$ cat src/rtl/carry_seq_pkg.sv
package carry_seq_pkg;
  // strobes from control to datapath
  typedef struct packed {
    logic loadEn;   // prefix accepted: load container and index
    logic shiftEn;  // tagged instruction accepted
    logic wbEn;     // write carry-out into container
    logic cinEn;    // take carry-in from container
  } seq_strobe_t;
endpackage

$ cat src/rtl/carry_seq_ctrl.sv
module carry_seq_ctrl
  import carry_seq_pkg::*;
#(
  parameter int SLOTS = 8,
  parameter int TAG_W = 2
) (
  input  logic                   clk,
  input  logic                   rst_n,
  input  logic                   flush,
  input  logic                   instFire,
  input  logic                   isPrefix,
  input  logic [SLOTS*TAG_W-1:0] prefixImm,
  output seq_strobe_t            strobe,
  output logic                   tagIn,
  output logic                   tagOut
);
  localparam int IMM_W = SLOTS * TAG_W;

  logic [IMM_W-1:0] tagReg;
  logic [TAG_W-1:0] headTag;

  assign headTag = tagReg[TAG_W-1:0];
  assign tagOut  = headTag[0];
  assign tagIn   = headTag[1];

  always_comb begin
    strobe.loadEn  = instFire & isPrefix & ~flush;
    strobe.shiftEn = instFire & ~isPrefix & ~flush;
    strobe.wbEn    = strobe.shiftEn & tagOut;
    strobe.cinEn   = tagIn;
  end

  always_ff @(posedge clk or negedge rst_n) begin
    if (!rst_n)             tagReg <= '0;
    else if (flush)         tagReg <= '0;
    else if (strobe.loadEn) tagReg <= prefixImm;
    else if (strobe.shiftEn) tagReg <= tagReg >> TAG_W;
  end

  assert_stall_holds_R8: assert property (@(posedge clk) disable iff (!rst_n)
    (!instFire && !flush) |=> $stable(tagReg));

  assert_flush_clears_R9: assert property (@(posedge clk) disable iff (!rst_n)
    flush |=> (tagReg == '0));

  assert_shift_step_R2: assert property (@(posedge clk) disable iff (!rst_n)
    strobe.shiftEn |=> (tagReg == ($past(tagReg) >> TAG_W)));
endmodule

$ cat src/rtl/carry_seq_dp.sv
module carry_seq_dp
  import carry_seq_pkg::*;
#(
  parameter int DATA_W = 64,
  parameter int IDX_W  = 5
) (
  input  logic              clk,
  input  logic              rst_n,
  input  seq_strobe_t       strobe,
  input  logic [IDX_W-1:0]  prefixIdx,
  input  logic [DATA_W-1:0] prefixInit,
  input  logic [DATA_W-1:0] opA,
  input  logic [DATA_W-1:0] opB,
  output logic [DATA_W-1:0] sum,
  output logic              carryOutBit,
  output logic [DATA_W-1:0] carryVal,
  output logic [IDX_W-1:0]  carryIdx,
  output logic              carryWe
);
  localparam int WIDE_W = DATA_W + 1;

  logic             carryIn;
  logic [WIDE_W-1:0] wideSum;

  assign carryIn = strobe.cinEn & carryVal[0];
  assign wideSum = {1'b0, opA} + {1'b0, opB} + WIDE_W'(carryIn);
  assign sum         = wideSum[DATA_W-1:0];
  assign carryOutBit = wideSum[DATA_W];
  assign carryWe     = strobe.wbEn;

  always_ff @(posedge clk or negedge rst_n) begin
    if (!rst_n) begin
      carryVal <= '0;
      carryIdx <= '0;
    end else if (strobe.loadEn) begin
      carryVal <= prefixInit;
      carryIdx <= prefixIdx;
    end else if (strobe.wbEn) begin
      carryVal <= DATA_W'(carryOutBit);
    end
  end

  assert_wb_zero_ext_R4: assert property (@(posedge clk) disable iff (!rst_n)
    strobe.wbEn |=> (carryVal == DATA_W'($past(carryOutBit))));

  assert_quiet_tag_R5: assert property (@(posedge clk) disable iff (!rst_n)
    (strobe.shiftEn && !strobe.wbEn) |=> $stable(carryVal));

  assert_prefix_load_R7: assert property (@(posedge clk) disable iff (!rst_n)
    strobe.loadEn |=> (carryVal == $past(prefixInit) && carryIdx == $past(prefixIdx)));

  assert_prefix_no_wb_R10: assert property (@(posedge clk) disable iff (!rst_n)
    strobe.loadEn |-> !carryWe);
endmodule

$ cat src/rtl/carry_chain_seq.sv
module carry_chain_seq
  import carry_seq_pkg::*;
#(
  parameter int DATA_W = 64,
  parameter int IDX_W  = 5,
  parameter int SLOTS  = 8,
  parameter int TAG_W  = 2,
  localparam int IMM_W = SLOTS * TAG_W
) (
  input  logic              clk,
  input  logic              rst_n,
  input  logic              flush,
  input  logic              inValid,
  input  logic              inReady,
  input  logic              isPrefix,
  input  logic [IMM_W-1:0]  prefixImm,
  input  logic [IDX_W-1:0]  prefixIdx,
  input  logic [DATA_W-1:0] prefixInit,
  input  logic [DATA_W-1:0] opA,
  input  logic [DATA_W-1:0] opB,
  output logic [DATA_W-1:0] sum,
  output logic              carryOutBit,
  output logic              tagIn,
  output logic              tagOut,
  output logic [DATA_W-1:0] carryVal,
  output logic [IDX_W-1:0]  carryIdx,
  output logic              carryWe
);
  seq_strobe_t strobe;
  logic        instFire;

  assign instFire = inValid & inReady;

  carry_seq_ctrl #(.SLOTS(SLOTS), .TAG_W(TAG_W)) ctrl_i (
    .clk(clk), .rst_n(rst_n), .flush(flush), .instFire(instFire),
    .isPrefix(isPrefix), .prefixImm(prefixImm), .strobe(strobe),
    .tagIn(tagIn), .tagOut(tagOut)
  );

  carry_seq_dp #(.DATA_W(DATA_W), .IDX_W(IDX_W)) dp_i (
    .clk(clk), .rst_n(rst_n), .strobe(strobe), .prefixIdx(prefixIdx),
    .prefixInit(prefixInit), .opA(opA), .opB(opB), .sum(sum),
    .carryOutBit(carryOutBit), .carryVal(carryVal), .carryIdx(carryIdx),
    .carryWe(carryWe)
  );

  assert_stall_no_wb_R8: assert property (@(posedge clk) disable iff (!rst_n)
    !instFire |-> !carryWe);
endmodule

$ cat config.mk
export PLATFORM = sky130hd
export DESIGN_NAME = carry_chain_seq
export DESIGN_NICKNAME = d
export VERILOG_FILES = /design/src/rtl/carry_seq_pkg.sv /design/src/rtl/carry_seq_ctrl.sv /design/src/rtl/carry_seq_dp.sv /design/src/rtl/carry_chain_seq.sv
export SDC_FILE = /design/constraint.sdc
export NUM_CORES = 1
export LEC_CHECK = 0
export BUFFER_PORTS_ARGS = -buffer_cell sky130_fd_sc_hd__clkbuf_2
export CAP_MARGIN = 10
export CORE_AREA = 2 2 137 139
export DETAILED_ROUTE_END_ITERATION = 10
export DIE_AREA = 0 0 139 141
export HOLD_SLACK_MARGIN = 0.1
export PLACE_DENSITY = 0.71
export SYNTH_ARGS = -nofsm -noshare
export SYNTH_HDL_FRONTEND = slang
export SYNTH_HIERARCHICAL = 1
export SYNTH_SLANG_ARGS = --single-unit
export TNS_END_PERCENT = 20
$ cat constraint.sdc
create_clock -name clk -period 3.5 [get_ports clk]
set_input_delay 0.175 -clock clk [delete_from_list [all_inputs] [get_ports clk]]
set_output_delay 0.175 -clock clk [all_outputs]
set_load 0.05 [all_outputs]
# Yosys cells after proc, flatten, opt, wreduce, memory -nomap -nowiden
# Index checks and enable logic that the tools add are counted.
# op_classes
addsub	2
n_reduce_logical	2
bitwise_logic	9
muxes	5
# ops
op	count
two-way mux 64 bit	2
adder 64 x 64 -> 65 bit	1
adder 65 x 1 -> 65 bit	1
two-way mux 16 bit	3
bitwise AND 1 bit	7
nonzero test 3 bit	1
NOT 1 bit	2
nonzero test 2 bit	1
# word_totals
input_bits	219
register_bits	85
out_inout_bits	137
elab_cells	21

# Longest topological paths before layout
# logic_depth
word_depth	6
mapped_depth	14
mapped_depth_nobuf	13

# By module
# The synthesis kept the hierarchy.
# by_module_without_submodules
module	cells_per_inst	n_inst	seq_area_each_um2	area_per_inst_um2
carry_seq_dp	744	1	1726.7	6338.6
carry_seq_ctrl	76	1	400.4	820.8
carry_chain_seq	1	1	0.0	6.3

# Worst setup path before layout
# Ideal clock, no wire load.
# synth_path
path_type	register to output
startpoint	register ctrl_i.tagReg[1]
endpoint	output port sum[51]
stages_incl_launch_ff	13
n_path_buf	1
t_required_ns	3.325
setup_slack_ns	-0.654
t_arrival_ns	3.979
path_cell_list	dfrtp_1 -> buf_4 -> nand2_1 -> fa_1 -> nand2b_1 -> a21oi_1 -> o21ai_1 -> a211o_1 -> a211o_1 -> a21oi_2 -> or2_2 -> a311oi_1 -> a311oi_1
# synth_between
elab_chain_len	2
# synth_rtl
element	line	source
from (decl)	carry_seq_ctrl.sv:19	logic [IMM_W-1:0] tagReg;
from (signal assigned)	carry_seq_ctrl.sv:36	else if (strobe.loadEn) tagReg <= prefixImm;
from (signal assigned)	carry_seq_ctrl.sv:37	else if (strobe.shiftEn) tagReg <= tagReg >> TAG_W;
bitwise AND 1 bit	carry_seq_dp.sv:25	assign carryIn = strobe.cinEn & carryVal[0];
adder 65 x 1 -> 65 bit	carry_seq_dp.sv:26	assign wideSum = {1'b0, opA} + {1'b0, opB} + WIDE_W'(carryIn);
to (decl)	carry_chain_seq.sv:21	output logic [DATA_W-1:0] sum,
# No other way between the ends.

# Final worst setup path
# layout_path
startpoint	register dp_i.carryVal[0]
endpoint	output port sum[62]
# layout_between
elab_chain_len	2
# layout_rtl
element	line	source
from (decl)	carry_seq_dp.sv:16	output logic [DATA_W-1:0] carryVal,
from (signal assigned)	carry_seq_dp.sv:36	carryVal <= prefixInit;
from (signal assigned)	carry_seq_dp.sv:39	carryVal <= DATA_W'(carryOutBit);
bitwise AND 1 bit	carry_seq_dp.sv:25	
adder 65 x 1 -> 65 bit	carry_seq_dp.sv:26	
# No other way between the ends.

==> qor.yml <==
status: "finished, violations left"
violations: "negative setup slack"
holdPathStages: 2
fmax_ghz: 0.263
syn-num-nets: 1105
hold_end: "dp_i/carryVal[40]"
crit_top_cell: "fa_2"
grt_first_pass_wirelength_um: 40900
worstReg2RegStart: "dp_i/carryVal[0]"
cp_cell_sequence: "nand2_2 -> fa_2 -> inv_2 -> fa_2 -> a211oi_2 -> o21bai_1 -> o211ai_1 -> buf_4 -> a2111oi_4 -> o31ai_2 -> a21o_1 -> o21ba_4 -> o31ai_4 -> xor2_4 -> buf_12"
drc: 0
die_y_um: 141
postPlaceCellArea_mm2: 0.00937
synth-seq-cells: 85
core-area_mm2: 0.0183
worstPathRequired_ps: 3320
routed_via_density: 5.55
fin_nets: 1521
io_pins: 356
wl_um: 26300
final_layout_size_suffix_gt1_share_pct: 37.2
utilization_pct: 59.2
antenna_found_initial: 2
fin_tns_setup_ps: -1820
min_period_ps: 3800
hold_viol_final: 0
ir_worst_vdd_mv: 0.491
drt-pass1-iter-count: 5
slowest_delay_ps: 370
cts_tree: "yes"
overflow: 0
worst_path_max_delay_cell: "fa_2"
ant_nets: 0
via_count: 8202
setup_slack_ps: -303
critPathCaptureType: "primary output"
p_per_area_mw_per_mm2: 490
rsz0062_at_grt: "yes"
die-area_mm2: 0.0196
reg2reg_depth: 15
period_share_pct: 109
leakage_nw: 5.47
worstPathArrival_ps: 3630
min_from: "prefixInit[40]"
n_fill_cell: 1580
drt_iter0_markers: 411
clk_pin_slew_ps: 70
die_w_um: 139
yosys_warnings: 6
grt_pass1_vias: 8116
path_class: "flip-flop to primary output"
finalPower_mw: 5.31
areaGrowthSynthToFinish_pct: 51.0
slew_viol_final: 0
worstSkewPairLatency_ps: 330
dpl_worst_slack_ps: -193
gp_routability_congestion: 0.936
dp_hpwl_um: 20300
grt_usage_pct: 25.5
max_cap_violations: 0
htreeDepth: 3
cts_buffers: 9
stdcell_area_mm2: 0.0108
synth_edf_count: 0
fp-row-count: 50
grt_max_degree: 86
avgSynthCellArea_um2: 8.73
cts_sinks: 85
routedWlPerCell_um: 17.8
start_util_pct: 39.2
setup_viol: 11
ys_seq_area_share_pct: 29.7
path_max_fanout: 3
r2r_slack_ps: 270
synthFlopType: "dfrtp_1"
netlist_area_mm2: 0.00717
worstSetupStartpointType: "flip-flop"
synth.lib_cells_used.distinct: 70
hp-class: "primary input to flip-flop"
async_flop_share_pct: 100
clockBufferDepth: 2
worstMarginPinSlew_ps: 1070
fin_skew_ps: 8.53
r2r_end: "dp_i/carryVal[0]"
slew_headroom_pct: 28.8
root_buffer: "clkbuf_16"
synthCells: 821
numPortBuffers: 355
[layout make-up]
cell class	count	area, um^2	area share (%)
multi-input cells	670	5100	47.2
inverters	24	90.1	0.832
clock inverters	6	95.1	0.879
repair buffers	447	2870	26.5
flip-flops and latches	85	2130	19.7
clock buffers	10	239	2.21
well taps	234	293	2.71
diodes	2	5.00	0.0462
[how the worst max path moves through the flow]
stage	endpoint	depth (start not counted)	start	slack, ps
2_1_floorplan	sum[43]	12	ctrl_i/tagReg[1]	-80
3_3_place_gp	sum[58]	14	ctrl_i/tagReg[1]	-120
3_5_place_dp	sum[58]	14	ctrl_i/tagReg[1]	-190
4_1_cts	sum[58]	14	dp_i/carryVal[0]	-360
5_1_grt	sum[58]	15	ctrl_i/tagReg[1]	-490
6_report	sum[62]	15	dp_i/carryVal[0]	-300
[critical path, delay by kind of cell, from the launching register on]
| kind | cells | cell delay [ps] |
|---|---|---|
| fa+ha+maj | 2 | 590 |
| xor+xnor | 1 | 210 |
| buf+inv | 3 | 410 |
| simple gates | 1 | 60 |
| flops | 1 | 360 |
| compound gates | 8 | 1680 |
[power by group]
group	total [mW]	internal (mW)	switching, mW
Clock	1.05	0.651	0.403
Combinational	3.00	0.965	2.03
Sequential	1.25	1.15	0.107
Total	5.31	2.76	2.54
[flip-flops by register name (all words and copies together), names as in the netlist]
register	cells
dp_i/carryIdx	5
ctrl_i/tagReg	16
dp_i/carryVal	64
[Yosys cell counts, drive strengths merged, types with 4 or more instances]
cell | n | area share [%]
inv | 24 | 1.3
a211oi | 20 | 2.1
nand2b | 6 | 0.52
a211o | 4 | 0.49
mux2i | 15 | 2.1
nand2 | 61 | 3.2
o211ai | 8 | 0.84
a31oi | 6 | 0.52
or2 | 4 | 0.35
o21ai | 35 | 2.4
mux2 | 5 | 0.79
xnor2 | 33 | 4.0
a21o | 30 | 3.2
o21a | 5 | 0.52
o21bai | 14 | 1.5
and2 | 7 | 0.63
clkbuf | 29 | 1.5
nor2 | 60 | 3.1
ha | 63 | 11
a21oi | 84 | 5.9
xor2 | 20 | 2.4
nor3 | 19 | 1.4
o31ai | 6 | 0.89
or3 | 4 | 0.35
a31o | 5 | 0.61
nand3 | 24 | 1.7
dfrtp | 85 | 30
buf | 13 | 1.3
a22o | 64 | 7.8
nand4 | 18 | 1.7
nor2b | 7 | 0.61
[kinds of logic after synthesis]
family                     count (synthesis)  share of synthesized area [%]
AOI/OAI and AO/OA                        306                           30.0
and+or+nand+nor                          226                           15.3
DFF                                       85                           29.7
buffers and inverters                     66                           4.09
adders and majority gates                 65                           11.6
xor gates and xnor gates                  53                           6.48
muxes                                     20                           2.88
[layout by cell type, fill, tap and decap left out, types with 7 or more instances in the layout]
cell           netlist  final
a21oi_1             83     80
nand4_1             17     17
mux2i_1             15     15
buf_12               1      7
nand2_1             61     59
dlygate4sd3_1        0     67
xor2_1              20     16
a211oi_1            20     18
o21ai_0             33     29
o21bai_1            14     13
ha_1                63     63
a21o_1              29     29
clkbuf_16            0      9
buf_4                3     33
nor3_1              18     17
dfrtp_1             85     83
nand3_1             24     24
clkbuf_2             0    324
inv_1               22     21
o211ai_1             8      8
xnor2_1             33     25
nor2_1              60     59
nor2b_1              7      7
a22o_1              64     64
[per-layer routing]
layer / share of wire (%) / global-route usage [%] / wire length (um) / vias to the layer above
met4: 4.1 / 11.0 / 1080 / 0
met1: 39 / 30.1 / 10100 / 3820
met5: 0 / 0 / 0 / -
met2: 49 / 44.6 / 13000 / 401
met3: 7.9 / 5.88 / 2070 / 63
li1: - / - / - / 3918
[repair_timing]
action                                 4_1_cts  5_1_grt
buffers inserted                             6        8
resized for setup                           31       69
hold buffers                                67        0
setup endpoints to repair                   26       33
pin swaps                                   21       22
endpoints found under the hold margin      151        0
[stage by stage]
stage	hold slack, ps	instances
global route	116	1477
CTS	110	1469
floorplan	-121	821
detailed placement	405	1381
global placement	396	1381
finish	126	1478
(Power assumes the default switching activity.)
